## config.mk

```make
export PLATFORM = sky130hd
export DESIGN_NAME = pexp_port_expander
export DESIGN_NICKNAME = d
export VERILOG_FILES = /design/src/rtl/pexp_pkg.sv /design/src/rtl/pexp_line_sync.sv /design/src/rtl/pexp_datapath.sv /design/src/rtl/pexp_ctrl.sv /design/src/rtl/pexp_port_expander.sv
export SDC_FILE = /design/constraint.sdc
export NUM_CORES = 1
export LEC_CHECK = 0
export ABC_AREA = 1
export BUFFER_PORTS_ARGS = -buffer_cell sky130_fd_sc_hd__clkbuf_2
export CAP_MARGIN = 20
export CORE_MARGIN = 4
export CORE_UTILIZATION = 52
export DETAILED_ROUTE_END_ITERATION = 6
export PLACE_DENSITY = 0.78
export SYNTH_ARGS = -nofsm -noshare
export SYNTH_HDL_FRONTEND = slang
export SYNTH_HIERARCHICAL = 1
export SYNTH_SLANG_ARGS = --single-unit
```

## constraint.sdc

```tcl
create_clock -name clk -period 1.9 [get_ports clk]
set_input_delay 0.095 -clock clk [delete_from_list [all_inputs] [get_ports clk]]
set_output_delay 0.095 -clock clk [all_outputs]
set_load 0.03 [all_outputs]
```

## src/rtl/pexp_pkg.sv

```systemverilog
package pexp_pkg;

  typedef enum logic [2:0] {
    ST_IDLE,   // bus free or not addressed
    ST_ADDR,   // receiving the address byte
    ST_ACK,    // target drives the acknowledge
    ST_WRITE,  // receiving a data byte
    ST_READ,   // sending a port byte
    ST_MACK,   // host acknowledge slot after a sent byte
    ST_HOLD    // released, waiting for start or stop
  } busState_t;

  // strobes from control to datapath, valid for one system clock
  typedef struct packed {
    logic bitClear;
    logic bitInc;
    logic rxShift;
    logic txLoad;
    logic txShift;
    logic portLoad;
    logic strapCapture;
  } dpCtl_t;

endpackage

```

## src/rtl/pexp_line_sync.sv

```systemverilog
module pexp_line_sync #(
  parameter int STAGES = 2
) (
  input  logic clk,
  input  logic rstN,
  input  logic sclIn,
  input  logic sdaIn,
  output logic sdaLevel,
  output logic sclRise,
  output logic sclFall,
  output logic startSeen,
  output logic stopSeen
);

  logic [STAGES-1:0] sclPipe;
  logic [STAGES-1:0] sdaPipe;
  logic              sclPrev;
  logic              sdaPrev;
  logic              sclLevel;

  always_ff @(posedge clk or negedge rstN) begin
    if (!rstN) begin
      sclPipe <= '1;
      sdaPipe <= '1;
      sclPrev <= 1'b1;
      sdaPrev <= 1'b1;
    end else begin
      sclPipe <= {sclPipe[STAGES-2:0], sclIn};
      sdaPipe <= {sdaPipe[STAGES-2:0], sdaIn};
      sclPrev <= sclPipe[STAGES-1];
      sdaPrev <= sdaPipe[STAGES-1];
    end
  end

  assign sclLevel  = sclPipe[STAGES-1];
  assign sdaLevel  = sdaPipe[STAGES-1];
  assign sclRise   = sclLevel & ~sclPrev;
  assign sclFall   = ~sclLevel & sclPrev;
  assign startSeen = sclLevel & sclPrev & sdaPrev & ~sdaLevel;
  assign stopSeen  = sclLevel & sclPrev & ~sdaPrev & sdaLevel;

endmodule

```

## src/rtl/pexp_datapath.sv

```systemverilog
module pexp_datapath
  import pexp_pkg::*;
#(
  parameter int          BYTE_W    = 8,
  parameter int          STRAP_W   = 3,
  parameter logic [7:0]  RESET_VAL = 8'hFF,
  localparam int         CNT_W     = $clog2(BYTE_W + 1)
) (
  input  logic               clk,
  input  logic               rstN,
  input  dpCtl_t             ctl,
  input  logic               sdaLevel,
  input  logic [BYTE_W-1:0]  portIn,
  input  logic [STRAP_W-1:0] strapIn,
  output logic [BYTE_W-1:0]  rxByte,
  output logic               txMsb,
  output logic [CNT_W-1:0]   bitCnt,
  output logic [STRAP_W-1:0] strapHeld,
  output logic [BYTE_W-1:0]  portOut
);

  logic [BYTE_W-1:0] rxReg;
  logic [BYTE_W-1:0] txReg;
  logic [BYTE_W-1:0] portReg;
  logic [CNT_W-1:0]  cntReg;
  logic [STRAP_W-1:0] strapReg;

  always_ff @(posedge clk or negedge rstN) begin
    if (!rstN) begin
      rxReg    <= '0;
      txReg    <= '1;
      portReg  <= RESET_VAL[BYTE_W-1:0];
      cntReg   <= '0;
      strapReg <= '0;
    end else begin
      if (ctl.bitClear)      cntReg <= '0;
      else if (ctl.bitInc)   cntReg <= cntReg + CNT_W'(1);

      if (ctl.rxShift)       rxReg <= {rxReg[BYTE_W-2:0], sdaLevel};

      if (ctl.txLoad)        txReg <= portIn;
      else if (ctl.txShift)  txReg <= {txReg[BYTE_W-2:0], 1'b1};

      if (ctl.strapCapture)  strapReg <= strapIn;
      if (ctl.portLoad)      portReg  <= rxReg;
    end
  end

  assign rxByte    = rxReg;
  assign txMsb     = txReg[BYTE_W-1];
  assign bitCnt    = cntReg;
  assign strapHeld = strapReg;
  assign portOut   = portReg;

endmodule

```

## src/rtl/pexp_ctrl.sv

```systemverilog
module pexp_ctrl
  import pexp_pkg::*;
#(
  parameter int BYTE_W  = 8,
  parameter int STRAP_W = 3,
  parameter int PREFIX  = 4'b0100,
  localparam int CNT_W    = $clog2(BYTE_W + 1),
  localparam int PREFIX_W = BYTE_W - 1 - STRAP_W
) (
  input  logic               clk,
  input  logic               rstN,
  input  logic               sclRise,
  input  logic               sclFall,
  input  logic               startSeen,
  input  logic               stopSeen,
  input  logic               sdaLevel,
  input  logic [BYTE_W-1:0]  rxByte,
  input  logic               txMsb,
  input  logic [CNT_W-1:0]   bitCnt,
  input  logic [STRAP_W-1:0] strapHeld,
  output dpCtl_t             ctl,
  output logic               sdaDriveLow,
  output logic               portWrStrobe,
  output logic               portRdStrobe,
  output logic               ackStrobe
);

  localparam logic [PREFIX_W-1:0] PREFIX_BITS = PREFIX[PREFIX_W-1:0];
  localparam logic [CNT_W-1:0]    FULL_CNT    = CNT_W'(BYTE_W);

  busState_t state;
  logic      isAddrAck;
  logic      readDir;
  logic      wrDone;
  logic      masterAck;
  logic      addrHit;
  logic      byteDone;
  logic      rxPhase;

  assign addrHit  = (rxByte[BYTE_W-1:1] == {PREFIX_BITS, strapHeld}) &&
                    (rxByte[BYTE_W-1:1] != '0);
  assign byteDone = (bitCnt == FULL_CNT);
  assign rxPhase  = (state == ST_ADDR) || (state == ST_WRITE);

  always_comb begin
    ctl              = '0;
    ctl.strapCapture = startSeen;
    ctl.bitClear     = startSeen ||
                       (sclFall && ((state == ST_ACK) || (state == ST_MACK)));
    ctl.bitInc       = sclRise && (rxPhase || (state == ST_READ)) && !byteDone;
    ctl.rxShift      = sclRise && rxPhase;
    ctl.txShift      = sclFall && (state == ST_READ) && !byteDone;
    ctl.portLoad     = sclRise && (state == ST_ACK) && !isAddrAck && !wrDone;
    ctl.txLoad       = sclRise && (((state == ST_ACK) && isAddrAck && readDir) ||
                                   ((state == ST_MACK) && !sdaLevel));
  end

  always_ff @(posedge clk or negedge rstN) begin
    if (!rstN) begin
      state        <= ST_IDLE;
      isAddrAck    <= 1'b0;
      readDir      <= 1'b0;
      wrDone       <= 1'b0;
      masterAck    <= 1'b0;
      portWrStrobe <= 1'b0;
      portRdStrobe <= 1'b0;
      ackStrobe    <= 1'b0;
    end else begin
      portWrStrobe <= ctl.portLoad;
      portRdStrobe <= ctl.txLoad;
      ackStrobe    <= sclRise && (state == ST_ACK);

      if (stopSeen) begin
        state  <= ST_IDLE;
        wrDone <= 1'b0;
      end else if (startSeen) begin
        state     <= ST_ADDR;
        wrDone    <= 1'b0;
        isAddrAck <= 1'b0;
      end else begin
        case (state)
          ST_ADDR: begin
            if (sclFall && byteDone) begin
              if (addrHit) begin
                state     <= ST_ACK;
                isAddrAck <= 1'b1;
                readDir   <= rxByte[0];
              end else begin
                state <= ST_HOLD;
              end
            end
          end
          ST_ACK: begin
            if (sclRise && !isAddrAck) wrDone <= 1'b1;
            if (sclFall) begin
              state     <= (isAddrAck && readDir) ? ST_READ : ST_WRITE;
              isAddrAck <= 1'b0;
            end
          end
          ST_WRITE: begin
            if (sclFall && byteDone) state <= ST_ACK;
          end
          ST_READ: begin
            if (sclFall && byteDone) state <= ST_MACK;
          end
          ST_MACK: begin
            if (sclRise) masterAck <= !sdaLevel;
            if (sclFall) state <= masterAck ? ST_READ : ST_HOLD;
          end
          default: ;
        endcase
      end
    end
  end

  assign sdaDriveLow = (state == ST_ACK) || ((state == ST_READ) && !txMsb);

endmodule

```

## src/rtl/pexp_port_expander.sv

```systemverilog
module pexp_port_expander
  import pexp_pkg::*;
#(
  parameter int         BYTE_W      = 8,
  parameter int         STRAP_W     = 3,
  parameter int         PREFIX      = 4'b0100,
  parameter int         SYNC_STAGES = 2,
  parameter logic [7:0] RESET_VAL   = 8'hFF,
  localparam int        CNT_W       = $clog2(BYTE_W + 1)
) (
  input  logic               clk,
  input  logic               rstN,
  input  logic               sclIn,
  input  logic               sdaIn,
  input  logic [STRAP_W-1:0] strapIn,
  input  logic [BYTE_W-1:0]  portIn,
  output logic               sdaDriveLow,
  output logic [BYTE_W-1:0]  portOut,
  output logic               portWrStrobe,
  output logic               portRdStrobe,
  output logic               ackStrobe
);

  logic               sdaLevel;
  logic               sclRise;
  logic               sclFall;
  logic               startSeen;
  logic               stopSeen;
  dpCtl_t             ctl;
  logic [BYTE_W-1:0]  rxByte;
  logic               txMsb;
  logic [CNT_W-1:0]   bitCnt;
  logic [STRAP_W-1:0] strapHeld;

  pexp_line_sync #(.STAGES(SYNC_STAGES)) u_sync (
    .clk       (clk),
    .rstN      (rstN),
    .sclIn     (sclIn),
    .sdaIn     (sdaIn),
    .sdaLevel  (sdaLevel),
    .sclRise   (sclRise),
    .sclFall   (sclFall),
    .startSeen (startSeen),
    .stopSeen  (stopSeen)
  );

  pexp_ctrl #(.BYTE_W(BYTE_W), .STRAP_W(STRAP_W), .PREFIX(PREFIX)) u_ctrl (
    .clk          (clk),
    .rstN         (rstN),
    .sclRise      (sclRise),
    .sclFall      (sclFall),
    .startSeen    (startSeen),
    .stopSeen     (stopSeen),
    .sdaLevel     (sdaLevel),
    .rxByte       (rxByte),
    .txMsb        (txMsb),
    .bitCnt       (bitCnt),
    .strapHeld    (strapHeld),
    .ctl          (ctl),
    .sdaDriveLow  (sdaDriveLow),
    .portWrStrobe (portWrStrobe),
    .portRdStrobe (portRdStrobe),
    .ackStrobe    (ackStrobe)
  );

  pexp_datapath #(.BYTE_W(BYTE_W), .STRAP_W(STRAP_W), .RESET_VAL(RESET_VAL)) u_dp (
    .clk       (clk),
    .rstN      (rstN),
    .ctl       (ctl),
    .sdaLevel  (sdaLevel),
    .portIn    (portIn),
    .strapIn   (strapIn),
    .rxByte    (rxByte),
    .txMsb     (txMsb),
    .bitCnt    (bitCnt),
    .strapHeld (strapHeld),
    .portOut   (portOut)
  );

endmodule

```

==> results of run 1 <==
-- final timing paths --
check                                         end  slack (ns)         startpoint
worst max-delay path                u_dp/txReg[7]        0.12    u_ctrl/state[0]
worst min-delay path                u_dp/txReg[4]       0.008          portIn[4]
worst max register to register      u_dp/txReg[7]        0.12    u_ctrl/state[0]
worst min register to register  u_sync/sdaPipe[1]        0.36  u_sync/sdaPipe[0]
max in group asynchronous           u_dp/txReg[7]        0.96               rstN
min in group asynchronous         u_ctrl/state[0]        0.33               rstN
-- through the flow --
step	instances	total power [mW]	util	hold slack, ns	instance area, um2
6_report	377	3.945	0.6558	0.007548	2718
3_3_place_gp	363	3.024	0.6078	0.1155	2519
4_1_cts	377	3.958	0.6543	0.002940	2711
5_1_grt	377	4.237	0.6558	0.0007831	2718
2_1_floorplan	285	2.741	-	-0.2006	2305
3_5_place_dp	363	3.090	0.6078	0.1239	2519
-- registers in the layout (all words and copies together), names as in the netlist, 2 cells and up --
signal and count:
u_dp/portOut 8, u_dp/rxByte 8, u_dp/txReg 8, u_dp/bitCnt 4
u_ctrl/state 3, u_dp/strapHeld 3, u_sync/sclPipe 2, u_sync/sdaPipe 2
-- routing by layer --
layer,routed length (um),global-route usage
met5,0,0
met4,53,0.05138
met3,190,0.04189
met2,2293,0.3063
met1,1984,0.2424
-- report_power, final --
group | internal (mW) | total [mW] | switching (mW)
Combinational | 0.480 | 1.39 | 0.910
Sequential | 1.44 | 1.71 | 0.272
Clock | 0.526 | 0.848 | 0.322
-- critical path, cell delays in order, from the launching register on --
cell	delay [ns]
dfrtp_1	0.56
nand3_2	0.22
o22ai_1	0.19
and2_1	0.41
buf_4	0.21
nand2_1	0.06
nand3_1	0.07
-- cell type report --
cell class                 instances  share of cell area
tap                               50             0.02302
sequential                        47              0.4429
inverter                          47             0.06492
clock buffer                       6             0.02670
clock inverter                     2             0.02210
multi-input combinational        185              0.3237
timing repair buffer              40             0.09668
-- cells in the mapped netlist --
| library cell | number |
|---|---|
| o21ai_1 | 3 |
| o22ai_1 | 1 |
| buf_4 | 1 |
| inv_2 | 4 |
| o21ai_2 | 1 |
| a211oi_1 | 1 |
| dfrtp_1 | 25 |
| dfstp_2 | 22 |
| nor2_1 | 36 |
| nor3b_1 | 1 |
| a21oi_1 | 14 |
| ha_1 | 1 |
| nand3_1 | 19 |
| nor3_1 | 1 |
| nand2_1 | 77 |
| o21ai_0 | 7 |
| nand3_2 | 3 |
| a22oi_1 | 1 |
| mux2_1 | 3 |
| nor2_2 | 3 |
| buf_2 | 2 |
| nand2_2 | 6 |
| nand4_1 | 3 |
| buf_6 | 3 |
| nor2_4 | 3 |
| and2_1 | 1 |
| inv_1 | 43 |
-- repair_timing --
item | CTS | global route
hold endpoints to repair | 22 | 0
setup buffers | 0 | 0
gates resized for setup | 0 | 2
hold buffers | 6 | 0
setup endpoints to repair | 0 | 4
-- kinds of logic after synthesis --
kind of cell,Yosys count,share of synthesized area
adders and majority gates,1,0.005428
DFF,47,0.5223
and+or+nand+nor,153,0.2937
buffers and inverters,53,0.09880
AOI/OAI and AO/OA,28,0.06515
muxes,3,0.01466
==> impl_metrics.csv, run 1 <==
group,metric,value,unit
floorplanning,num_io_pins,27,
floorplanning,initial_core_util,0.5562,
pwr,p_leak,1.378,nW
clocking,cts_tree,"yes",
finish,num-nets-final,342,
drt,drtAntennaViolNets,0,
global_routing,track_usage,0.1841,
finish,syn_to_final_growth,17.92,%
critical_path,endpoint_kind,"flip-flop",
global_routing,grt_overflow,0,
floorplanning,rows,23,
placed_design,dp_hpwl,3369,um
timing,fin_crit_sh,0.9377,
timing,hold_viol_final,0,
yosys,synth_top_cell_by_area,"dfrtp_1",
clocking,cts_max_path_buffers,2,
timing,fin_crit,1.782,ns
yosys,syn_avg_cell_area,8.087,um2
clocking,cts_htree_levels,2,
finish,fill_cells,355,
floorplanning,die_w,74.58,um
placed_design,post-place-ws,0.1511,ns
min_path,hold_depth,3,
drt,dr.pass1.iters,6,
floorplanning,die_h,74.58,um
critical_path,worstPathRequired,2.13,ns
drt,drtIter0Drc,164,
drt,vias_per_cell,5.034,
finish,most-common-layout-cells,"77 x nand2_1, 43 x inv_1, 35 x nor2_1",
yosys,synth_top_area_frac,0.2714,
timing,relSlewSlack,0.6084,
yosys,syn-num-nets,301,
finish,regArea,1204,um2
drt,drc,0,
finish,multi_input_area,879.6,um2
timing,maxSlewViolCount,0,
timing,worst_slack,0.1183,ns
global_routing,antenna_found_initial,0,
critical_path,cp_max_fo,9,
global_routing,grt_pass1_wl,7900,um
timing,clock.fmax,561.3,MHz
critical_path,critPathKind,"flip-flop to flip-flop",
clocking,clock_latency,0.29,ns
yosys,yosysSeqAreaShare,0.5223,
placed_design,portBuffers,26,
yosys,syn_inst,285,
floorplanning,design.core.area,4144,um2
drt,vias,1898,
global_routing,grt_pass1_vias,1817,
timing,setup_viol,0,
finish,n_antenna_cell,0,
yosys,yosysUniqueCellTypes,27,
timing,fin_tns_setup,0,ns
floorplanning,die_area,5561,um2
timing,clock_skew,0.006585,ns
flow_run,maxCapViolCount,0,
pwr,peakVddDrop,0.9349,mV
clocking,clkTransAtPathRegs,0.08,ns
finish,final_common_cell,"nand2_1",
drt,drt-total-wl,4521,um
critical_path,critPathArrivalTime,2.01,ns
drt,wl_per_cell,11.99,um
clocking,cts_made_buffers,5,
critical_path,start_kind,"flip-flop",
outcome,status,"complete, no violations",
yosys,ys_seq_elements,47,
yosys,synthTopCellsByArea,"dfrtp_1 27%, dfstp_2 25%, nand2_1 13%, inv_1 7.0%, nor2_1 5.9%",
yosys,syn_area,2305,um2
critical_path,worst_r2r_path_depth,6,
min_path,hold_path.class,"input port to flip-flop",
timing,worstMarginPinSlew,0.5874,ns
global_routing,grt_max_degree,26,
clocking,cts_root_buf,"clkbuf_8",
clocking,clock-sinks,47,
yosys,yosys_warnings,6,
placed_design,gp_congestion,0.8587,
pwr,powerDensity,1452,nW/um2
finish,drive_gt1_frac,0.2599,
Power figures use the tool's default switching activity.
==> run 2, diff against run 1 <==
--- a/config.mk
+++ b/config.mk
@@ -8,7 +8,7 @@
 export ABC_AREA = 1
 export BUFFER_PORTS_ARGS = -buffer_cell sky130_fd_sc_hd__clkbuf_2
 export CAP_MARGIN = 20
-export CORE_MARGIN = 4
+export CORE_MARGIN = 5
 export CORE_UTILIZATION = 52
 export DETAILED_ROUTE_END_ITERATION = 6
 export PLACE_DENSITY = 0.78
==> impl_metrics.csv, run 2 (synthesized netlist as in run 1, its figures left out) <==
group,metric,value,unit
floorplanning,initial_core_util,0.5330,
global_routing,antenna_found_initial,0,
critical_path,endpoint_kind,"flip-flop",
timing,fin_crit,1.720,ns
outcome,status,"complete, no violations",
global_routing,grt_overflow,0,
finish,final_common_cell,"nand2_1",
flow_run,maxCapViolCount,0,
critical_path,start_kind,"flip-flop",
drt,dr.pass1.iters,4,
timing,rsz0062_at_grt,"no",
timing,clock_skew,0.001476,ns
critical_path,critPathKind,"flip-flop to flip-flop",
clocking,clock_latency,0.30,ns
critical_path,timing.rr.start,"u_sync/sdaPipe[1]",
pwr,combPwrFrac,0.372,
clocking,clock-sinks,47,
global_routing,track_usage,0.1649,
drt,m1WireLength,1947,um
critical_path,r2r-end,"u_ctrl/state[0]",
global_routing,grt_max_degree,25,
timing,hold_ws,0.005306,ns
global_routing,grt_pass1_vias,1827,
finish,fin_util,0.6241,
placed_design,gp_congestion,0.9080,
timing,fin_tns_setup,0,ns
drt,wl_met3,192,um
drt,wl_per_cell,11.76,um
timing,setup_viol,0,
timing,hold_viol_final,0,
clocking,cts_root_buf,"clkbuf_8",
floorplanning,rows,24,
finish,n_antenna_cell,0,
pwr,clkPwrFrac,0.175,
finish,design_area,2699,um2
floorplanning,die_h,76.58,um
timing,relSlewSlack,0.5937,
placed_design,portBuffers,26,
finish,drive_gt1_frac,0.2622,
min_path,hold_end,"u_dp/txReg[5]",
pwr,p_int,2.247,mW
drt,drtIter0Drc,92,
critical_path,worstPathRequired,2.09,ns
pwr,peakVddDrop,0.7790,mV
placed_design,dpl_cell_area,2521,um2
critical_path,worst_r2r_path_depth,10,
timing,maxSlewViolCount,0,
clocking,cts_max_path_buffers,2,
drt,drt-total-wl,4469,um
pwr,seq_power_share,0.454,
pwr,p_sw_frac,0.3991,
drt,vias_per_cell,4.908,
placed_design,dp_hpwl,3210,um
floorplanning,die_w,76.58,um
global_routing,grt_pass1_wl,7921,um
drt,drc,0,
clocking,cts_htree_levels,2,
timing,worst_slack,0.1801,ns
pwr,p_leak,1.368,nW
min_path,hold_start,"portIn[5]",
critical_path,cp_max_fo,6,
drt,met2WireLength,2238,um
pwr,net-switching-power,1.492,mW
clocking,cts_tree,"yes",
finish,most-common-layout-cells,"77 x nand2_1, 43 x inv_1, 35 x nor2_1",
min_path,hold_depth,3,
drt,vias,1865,
floorplanning,num_io_pins,27,
finish,syn_to_final_growth,17.10,%
min_path,hold_path.class,"input port to flip-flop",
floorplanning,die_area,5864,um2
placed_design,post-place-ws,0.1529,ns
clocking,clkTransAtPathRegs,0.08,ns
critical_path,critPathArrivalTime,1.91,ns
finish,num-nets-final,343,
timing,clock.fmax,581.4,MHz
placed_design,dp.cells,365,
timing,worstMarginPinSlew,0.6094,ns
drt,drtAntennaViolNets,0,
timing,fin_crit_sh,0.9052,
clocking,post_cts_buffers,0,
critical_path,reg2reg_slack,0.18,ns
finish,final_cells,380,
pwr,power.total,3.739,mW
pwr,powerDensity,1385,nW/um2
drt,routed.top_layer,"met4",
clocking,cts_made_buffers,5,
floorplanning,design.core.area,4324,um2
==> run 2: cell count changes in the layout (fill, tap and decap cells not counted) <==
cell	change
bufinv_16	-2
clkbuf_8	+2
a21oi_1	+1
a21oi_2	-1
and2_1	-1
and2_2	+1
clkbuf_1	-1
clkinvlp_4	+1
dlygate4sd3_1	+1
==> run 2: repair_timing <==
| action | in CTS | in global routing |
|---|---|---|
| hold endpoints to repair | 22 | 1 |
| hold buffers | 6 | 1 |
| gates resized for setup | 0 | 2 |
| setup endpoints to repair | 0 | 4 |
==> run 2: worst max path at each step <==
stage | startpoint | to | slack [ns] | cells after the start
finish | u_sync/sdaPipe[1] | u_ctrl/state[0] | 0.18 | 10
global route | u_sync/sclPrev | u_dp/txReg[2] | 0.03 | 7
CTS | u_ctrl/state[0] | u_dp/txReg[2] | 0.12 | 6
detailed placement | u_ctrl/state[0] | u_dp/txReg[2] | 0.15 | 6
global placement | u_ctrl/state[0] | u_dp/txReg[2] | 0.16 | 6
floorplan | u_sync/sclPipe[1] | u_dp/bitCnt[3] | 0.16 | 11
==> run 2: power by group through the flow <==
stage                     Sequential (mW)  Combinational [mW]  Clock, mW
after global routing                 1.75                1.58      0.724
after CTS                            1.69                1.40      0.674
after global placement               1.70                1.34          0
final                                1.70                1.39      0.653
after floorplan                      1.82               0.920          0
after detailed placement             1.71                1.38          0
==> run 2: worst max-delay path: stages (launching register included) <==
cell and delay [ns]:
dfstp_2 0.58, inv_1 0.05, nand2_1 0.07, nor2_2 0.05, buf_4 0.16, nor2_1 0.16
inv_1 0.12, nor2_2 0.13, nand2_2 0.09, nand4_1 0.13, nand2_1 0.07
==> run 2: area by class of cell <==
class	count	area (um2)
Clock buffer	7	96.34
Clock inverter	1	7.507
Fill cell	390	1625
Inverter	47	176.4
Multi-Input combinational cell	185	877.1
Sequential cell	47	1204
Tap cell	52	65.06
Timing Repair Buffer	41	272.8
==> run 2: metal layers <==
layer  GRT usage  vias to the layer above
met2      0.2842                       47
met1      0.2017                      849
met4     0.05944                        0
met3     0.03546                        8
met5           0                        -
li1            -                      961
==> run 3, diff against run 2 <==
--- a/config.mk
+++ b/config.mk
@@ -9,9 +9,9 @@
 export BUFFER_PORTS_ARGS = -buffer_cell sky130_fd_sc_hd__clkbuf_2
 export CAP_MARGIN = 20
 export CORE_MARGIN = 5
-export CORE_UTILIZATION = 52
+export CORE_UTILIZATION = 60
 export DETAILED_ROUTE_END_ITERATION = 6
-export PLACE_DENSITY = 0.78
+export PLACE_DENSITY = 0.85
 export SYNTH_ARGS = -nofsm -noshare
 export SYNTH_HDL_FRONTEND = slang
 export SYNTH_HIERARCHICAL = 1
==> constraint.sdc (replaced) <==
create_clock -name clk -period 2.1 [get_ports clk]
set_input_delay 0.105 -clock clk [delete_from_list [all_inputs] [get_ports clk]]
set_output_delay 0.105 -clock clk [all_outputs]
set_load 0.03 [all_outputs]
==> impl_metrics.csv, run 3 (synthesized netlist as in run 1, its figures left out) <==
group,metric,value,unit
global_routing,grt_overflow,0,
clocking,cts_root_buf,"clkbuf_8",
clocking,cts_htree_levels,2,
outcome,status,"complete, no violations",
pwr,power.total,3.431,mW
global_routing,busiest_layer,"met2",
clocking,clock-sinks,47,
drt,vias_per_cell,5.019,
timing,rsz0062_at_grt,"no",
critical_path,endpoint_kind,"flip-flop",
critical_path,critPathKind,"flip-flop to flip-flop",
drt,wl_per_cell,12.02,um
floorplanning,initial_core_util,0.6248,
critical_path,start_kind,"flip-flop",
finish,drive_gt1_frac,0.2500,
global_routing,grt_pass1_wl,7810,um
timing,worstMarginPinSlew,0.9367,ns
min_path,hold_path.class,"input port to flip-flop",
timing,fin_crit,1.863,ns
global_routing,grt_pass1_vias,1810,
clocking,cts_made_buffers,5,
flow_run,maxCapViolCount,0,
pwr,peakVddDrop,0.8870,mV
drt,drt-total-wl,4471,um
finish,design_area,2643,um2
global_routing,grt_util_met1,0.2320,
finish,n_antenna_cell,0,
drt,drc,0,
timing,hold_ws,0.01626,ns
floorplanning,die_area,5180,um2
finish,syn_to_final_growth,14.66,%
drt,drtIter0Drc,103,
global_routing,grt_max_degree,42,
finish,final_common_cell,"nand2_1",
pwr,p_leak,1.347,nW
timing,clock_skew,0.006136,ns
timing,hold_viol_final,0,
clocking,cts_max_path_buffers,2,
floorplanning,design.core.area,3689,um2
critical_path,critPathArrivalTime,2.08,ns
timing,fin_tns_setup,0,ns
floorplanning,die_h,71.98,um
clocking,clkTransAtPathRegs,0.08,ns
placed_design,dp_hpwl,3272,um
global_routing,grtUsageMet3,0.04571,
timing,fin_crit_sh,0.8871,
timing,relSlewSlack,0.3755,
finish,num-nets-final,339,
global_routing,globalRouteMet2Util,0.3276,
global_routing,track_usage,0.1885,
floorplanning,num_io_pins,27,
finish,most-common-layout-cells,"77 x nand2_1, 43 x inv_1, 36 x nor2_1",
critical_path,cp_max_fo,12,
drt,drtAntennaViolNets,0,
clocking,clock_latency,0.29,ns
clocking,cts_resized,0,
placed_design,portBuffers,26,
global_routing,antenna_found_initial,0,
critical_path,worstPathRequired,2.32,ns
floorplanning,rows,22,
timing,setup_viol,0,
floorplanning,die_w,71.98,um
timing,clock.fmax,536.8,MHz
placed_design,gp_congestion,0.9055,
pwr,powerDensity,1298,nW/um2
drt,dr.pass1.iters,4,
placed_design,dpl_cell_area,2496,um2
clocking,cts_tree,"yes",
drt,vias,1867,
timing,maxSlewViolCount,0,
[run 3: metal layers]
metal | part of all wire | vias to the layer above
li1 | - | 951
met1 | 0.42 | 864
met2 | 0.52 | 50
met3 | 0.052 | 2
met4 | 0.0047 | 0
met5 | 0 | -
[run 3: per-stage QoR]
| step | cells | utilization | worst slack (ns) |
|---|---|---|---|
| after floorplan | 285 | - | 0.3623 |
| after global placement | 360 | 0.6767 | 0.3329 |
| after detailed placement | 360 | 0.6767 | 0.2525 |
| after CTS | 372 | 0.7164 | 0.2556 |
| after global routing | 372 | 0.7164 | 0.07534 |
| final | 372 | 0.7164 | 0.2370 |
[run 3: worst paths after layout]
check | slack, ns | start | endpoint | cells after the start
worst min register to register | 0.36 | u_sync/sdaPipe[0] | u_sync/sdaPipe[1] | 0
worst max-delay path | 0.24 | u_ctrl/state[0] | u_dp/txReg[2] | 6
worst max register to register | 0.24 | u_ctrl/state[0] | u_dp/txReg[2] | 6
min in group asynchronous | 0.48 | rstN | u_dp/rxByte[4] | 2
worst min-delay path | 0.02 | portIn[3] | u_dp/txReg[3] | 3
max in group asynchronous | 1.00 | rstN | u_ctrl/isAddrAck | 3
[run 3: report_power, final]
part	internal, mW	switching [mW]
clock network	0.356	0.278
logic	0.428	0.828
registers	1.30	0.243
[run 3: what timing repair did]
action | 4_1_cts | 5_1_grt
hold buffers | 4 | 0
hold endpoints to repair | 20 | 0
buffers inserted | 0 | 0
[run 3: area by class of cell]
type,instances,area (um2)
clock buffer,7,76.32
clock inverter,1,30.03
fill,295,1046
inverter,47,176.4
multi-input combinational,185,873.3
sequential,47,1204
tap,48,60.06
timing repair buffer,37,222.7
[run 3: worst max-delay path: stages (launching register included)]
cell	delay, ns
dfrtp_1	0.56
nand3_2	0.20
o22ai_1	0.18
and2_1	0.49
nor2_4	0.12
a22oi_1	0.16
nand2_1	0.08
